--- src/rtl/boot_strap_pkg.sv ---
package boot_strap_pkg;

    typedef enum logic [0:0] {
        ST_SAMPLE = 1'b0,
        ST_HOLD   = 1'b1
    } strap_state_e;

    // Number of active chip selects for each strap code
    function automatic int unsigned cs_count(input logic [1:0] code);
        int unsigned n;
        unique case (code)
            2'b11:   n = 5;
            2'b10:   n = 0;
            2'b01:   n = 2;
            default: n = 3;
        endcase
        return n;
    endfunction

endpackage

--- src/rtl/boot_strap_fsm.sv ---
module boot_strap_fsm
    import boot_strap_pkg::*;
(
    input  logic clk_i,
    input  logic rst_i,
    output logic capture_o,
    output logic hold_o
);

    strap_state_e state_q;
    strap_state_e state_d;

    always_ff @(posedge clk_i or posedge rst_i) begin
        if (rst_i) begin
            state_q <= ST_SAMPLE;
        end else begin
            state_q <= state_d;
        end
    end

    always_comb begin
        unique case (state_q)
            ST_SAMPLE: state_d = ST_HOLD;   // release
            ST_HOLD:   state_d = ST_HOLD;   // stay
            default:   state_d = ST_SAMPLE;
        endcase
    end

    always_comb begin
        capture_o = 1'b0;
        hold_o    = 1'b0;
        unique case (state_q)
            ST_SAMPLE: capture_o = 1'b1;
            ST_HOLD:   hold_o    = 1'b1;
            default:   capture_o = 1'b1;
        endcase
    end

endmodule

--- src/rtl/boot_strap_csdec.sv ---
module boot_strap_csdec
    import boot_strap_pkg::*;
#(
    parameter int CS_NUM  = 5,
    parameter int CODE_W  = 2
) (
    input  logic [CODE_W-1:0] code_i,
    output logic [CS_NUM-1:0] mask_o
);

    int unsigned active_n;

    always_comb begin
        active_n = cs_count(code_i);
    end

    for (genvar i = 0; i < CS_NUM; i++) begin : g_lane
        assign mask_o[i] = (i < active_n);
    end

endmodule

--- src/rtl/boot_strap_latch.sv ---
module boot_strap_latch
    import boot_strap_pkg::*;
#(
    parameter int CS_NUM  = 5,
    parameter int BT_W    = 2,
    parameter int CSSEL_W = 2
) (
    input  logic               clk_i,
    input  logic               rst_i,
    input  logic [BT_W-1:0]    bus_pins_i,
    input  logic               wrc_pin_i,
    input  logic [CSSEL_W-1:0] cssel_pins_i,
    input  logic               int_start_i,
    input  logic               sw_we_i,
    input  logic [BT_W-1:0]    sw_bus_type_i,
    input  logic               sw_wr_cfg_i,
    output logic [BT_W-1:0]    bus_type_o,
    output logic               bhe_dis_o,
    output logic               wr_cfg_o,
    output logic               rp_wrc_o,
    output logic [CSSEL_W-1:0] cssel_o,
    output logic [CS_NUM-1:0]  cs_en_o,
    output logic [CS_NUM-1:0]  gpio_free_o
);

    localparam int WIDTH_BIT = BT_W - 1;

    logic               capture;
    logic               hold;
    logic [BT_W-1:0]    bt_q;
    logic               wrcfg_q;
    logic               rpwrc_q;
    logic [CSSEL_W-1:0] cssel_q;
    logic [BT_W-1:0]    bt_strap;

    boot_strap_fsm u_fsm (
        .clk_i     (clk_i),
        .rst_i     (rst_i),
        .capture_o (capture),
        .hold_o    (hold)
    );

    assign bt_strap = int_start_i ? '0 : bus_pins_i;

    // Strap capture takes priority over software writes
    always_ff @(posedge clk_i) begin
        if (capture) begin
            bt_q    <= bt_strap;
            wrcfg_q <= ~wrc_pin_i;
            rpwrc_q <= wrc_pin_i;
            cssel_q <= cssel_pins_i;
        end else if (hold && sw_we_i) begin
            bt_q    <= sw_bus_type_i;
            wrcfg_q <= sw_wr_cfg_i;
        end
    end

    boot_strap_csdec #(
        .CS_NUM (CS_NUM),
        .CODE_W (CSSEL_W)
    ) u_csdec (
        .code_i (cssel_q),
        .mask_o (cs_en_o)
    );

    assign bus_type_o  = bt_q;
    assign bhe_dis_o   = ~bt_q[WIDTH_BIT];
    assign wr_cfg_o    = wrcfg_q;
    assign rp_wrc_o    = rpwrc_q;
    assign cssel_o     = cssel_q;
    assign gpio_free_o = ~cs_en_o;

endmodule

--- config.mk ---
export PLATFORM = sky130hd
export DESIGN_NAME = boot_strap_latch
export DESIGN_NICKNAME = d
export VERILOG_FILES = /design/src/rtl/boot_strap_pkg.sv /design/src/rtl/boot_strap_fsm.sv /design/src/rtl/boot_strap_csdec.sv /design/src/rtl/boot_strap_latch.sv
export SDC_FILE = /design/constraint.sdc
export NUM_CORES = 1
export LEC_CHECK = 0
export ABC_AREA = 0
export ABC_CLOCK_PERIOD_IN_PS = 1240
export BUFFER_PORTS_ARGS = -buffer_cell sky130_fd_sc_hd__buf_2
export CAP_MARGIN = 10
export CELL_PAD_IN_SITES_DETAIL_PLACEMENT = 1
export CELL_PAD_IN_SITES_GLOBAL_PLACEMENT = 2
export CORE_ASPECT_RATIO = 1.25
export CORE_MARGIN = 10
export CORE_UTILIZATION = 19
export CTS_CLUSTER_DIAMETER = 200
export DETAILED_ROUTE_END_ITERATION = 12
export GPL_TIMING_DRIVEN = 1
export PLACE_DENSITY = 0.83
export SLEW_MARGIN = 20
export SYNTH_ARGS = -nofsm -noshare
export SYNTH_HDL_FRONTEND = slang
export SYNTH_SLANG_ARGS = --single-unit
--- constraint.sdc ---
create_clock -name clk_i -period 1.24 [get_ports clk_i]
set_clock_uncertainty 0.1 [all_clocks]
set_input_delay 0.062 -clock clk_i [delete_from_list [all_inputs] [get_ports clk_i]]
set_output_delay 0.062 -clock clk_i [all_outputs]
set_load 0.005 [all_outputs]
==> flow_summary_export.csv <==
group,metric,value,unit
run_status,outcome,"finished with violations",
run_status,violations,"setup timing",
floorplan,ios,29,
drt,drt_iter0_drc,0,
setup_path,crit_path_start_kind,"flip-flop",
floorplan,rows,17,
setup_path,crit_required,1.08,ns
clock_tree,cts_tree,"yes",
cells_and_area,fin_cells,83,
cells_and_area,drive_gt1_frac,0.547,
placement,preCtsSetupSlack,0.160,ns
drt,drt_wl_total,894,um
setup_path,startpoint,"cssel_o[1]$_DFFE_PN_",
cells_and_area,nFillCells,222,
setup_path,criticalPathCategory,"flip-flop to primary output",
setup_path,worstPathMaxFanout,5,
setup_path,reg2reg_from,"u_fsm.state_q$_DFF_PP0_",
placement,placed_cells,74,
drt,viasPerCell,3.83,
setup_path,cp-end-kind,"primary output",
timing,fin_ws,-0.0873,ns
global_routing,antenna_found_initial,0,
global_routing,gr-total-overflow,0,
floorplan,die_x,58.8,um
floorplan,coreArea,0.00179,mm^2
yosys,yosysSeqAreaShare,0.573,
power_and_ir_drop,p_leak,0.310,nW
yosys,syn_area_per_cell,11.5,um^2
setup_path,crit_path_top_delay_cell,"edfxtp_1",
global_routing,grt_pass1_wl,1390,um
cells_and_area,n_antenna_cell,0,
hold_path,min_from,"sw_bus_type_i[1]",
clock_tree,htree_levels,1,
timing,hold_viol,0,
cells_and_area,area_growth,67.8,%
placement,gp_congestion,0.630,
timing,finalSetupViolations,10,
timing,slew_violations,0,
clock_tree,clkSlewWorstSetupHoldPaths,0.05,ns
floorplan,die-area,0.00403,mm^2
timing,finalCritPeriodShare,1.07,
drt,post-route-drc-count,0,
power_and_ir_drop,power_density,992,mW/mm^2
cells_and_area,fin_nets,81,
yosys,synth_cell_types,11,
clock_tree,clock_sinks,7,
global_routing,grt_pass1_vias,328,
timing,rsz0062_at_grt,"true",
setup_path,path_delay_family,"flip-flops",
yosys,synth_top_area_cell,"edfxtp_1",
yosys,ys_ff_latch,7,
yosys,syn_nets,47,
setup_path,cp_num_buf_inv,2,
yosys,netlist_area,358,um^2
drt,drt-pass1-iter-count,1,
timing,fin_crit,1.33,ns
clock_tree,cts_buffers,3,
yosys,syn_inst,31,
drt,vias,318,
yosys,synth_area_leaders,"edfxtp_1 (50%), ha_1 (14%), buf_4 (8.4%)",
setup_path,arrival,1.17,ns
drt,ant_nets,0,
clock_tree,cts_root_buf,"clkbuf_4",
floorplan,start_util,0.200,
placement,io_buffers,28,
yosys,synth_top_area_frac,0.503,
timing,worst_hold_slack,0.00794,ns
global_routing,grt_max_degree,9,
setup_path,max_stage_delay,0.48,ns
global_routing,grt_use_total,0.0437,
drt,wl_per_cell,10.8,um
hold_path,hold_class,"primary input to flip-flop",
timing,fmax,753,MHz
job,maxCapViolCount,0,
clock_tree,clk_path_buf_depth,2,
setup_path,cp_cell_sequence,"ha_4 -> inv_2 -> buf_6",
power_and_ir_drop,ir_worst_vdd,397,uV
clock_tree,clk_latency,0.24,ns
yosys,yosys_warnings,0,
setup_path,r2r_slack,0.18,ns
floorplan,chipHeight,68.5,um
placement,place_hpwl,782,um
-- cells in the final DEF (no fill, tap or decap) --
master and instances:
inv_2 2, nor2_1 1, edfxtp_1 6, ha_1 3, o21ai_0 2, clkbuf_4 3
clkbuf_1 1, nand2_1 2, inv_1 5, buf_6 4, dlygate4sd3_1 4, nand2b_1 2
ha_4 1, a22o_1 1, buf_2 25, dfrtp_1 1, conb_1 1
-- registers in the layout, indices dropped and copies added (netlist names) --
| signal | flops |
|---|---|
| bus_type_o | 2 |
| cssel_o | 2 |
| rp_wrc_o | 1 |
| u_fsm.state_q | 1 |
| wr_cfg_o | 1 |
-- tightest hold or removal path, delay by kind of cell --
| family | cells | cell delay (ns) |
|---|---|---|
| buffers and inverters | 1 | 0.07 |
| AND/OR/NAND/NOR | 1 | 0.04 |
| AO/OA/AOI/OAI | 1 | 0.06 |
-- per-layer routing --
layer  GRT usage  part of all wire  vias to the layer above
met1      0.0435              0.39                      134
met3      0.0494              0.23                        0
met4     0.00862                 0                        0
met5           0                 0                        -
li1            -                 -                      156
met2      0.0605              0.37                       28
-- what timing repair did --
item | 4_1_cts | 5_1_grt
gates resized for setup | 1 | 6
hold endpoints to repair | 4 | 0
pin swaps | 0 | 1
hold buffers | 4 | 0
endpoints found under the setup margin | 6 | 10
buffers inserted | 1 | 0
gates cloned | 0 | 0
-- path summary, 6_finish.rpt --
path | end | cells past startpoint
max in group asynchronous | u_fsm.state_q$_DFF_PP0_ | 3
min reg2reg | bus_type_o[1]$_DFFE_PP_ | 2
max reg2reg | bus_type_o[0]$_DFFE_PP_ | 2
min | bus_type_o[1]$_DFFE_PP_ | 3
max | gpio_free_o[2] | 3
min in group asynchronous | u_fsm.state_q$_DFF_PP0_ | 3
-- where the power goes --
part | total [W] | internal (W) | switching [W]
registers | 0.000286 | 0.000276 | 0.0000103
clock network | 0.000196 | 0.000122 | 0.0000743
logic | 0.000113 | 0.0000684 | 0.0000451
-- cells in the mapped netlist --
library cell and count:
nor2_1 1, nand2b_1 2, edfxtp_1 6, a22o_1 1, dfrtp_1 1, ha_1 4, nand2_1 2, conb_1 1
inv_1 7, o21ai_0 2, buf_4 4
-- per-stage QoR --
| stage | power [W] | util | TNS, ns | instance area (um^2) |
|---|---|---|---|---|
| final | 0.000596 | 0.336 | -0.252 | 601 |
| after global routing | 0.000642 | 0.336 | -0.930 | 601 |
| after CTS | 0.000593 | 0.319 | -0.326 | 569 |
| after detailed placement | 0.000379 | 0.275 | 0 | 492 |
| after global placement | 0.000376 | 0.275 | 0 | 492 |
| after floorplan | 0.000328 | - | 0 | 358 |
-- logic make-up after synthesis --
kind of cell	count (synthesis)	share of synthesized area
other cells	1	0.0105
buf+inv	11	0.157
simple gates	5	0.0664
flops	7	0.573
fa+ha+maj	4	0.140
compound gates	3	0.0525
-- area by class of cell --
class | instances | area (um^2) | area share
clock buffer | 4 | 26.3 | 0.0438
sequential | 7 | 205 | 0.342
timing repair buffer | 33 | 210 | 0.350
multi-input combinational | 13 | 109 | 0.181
tap | 19 | 23.8 | 0.0396
inverter | 7 | 26.3 | 0.0438
(Power assumes the default switching activity.)
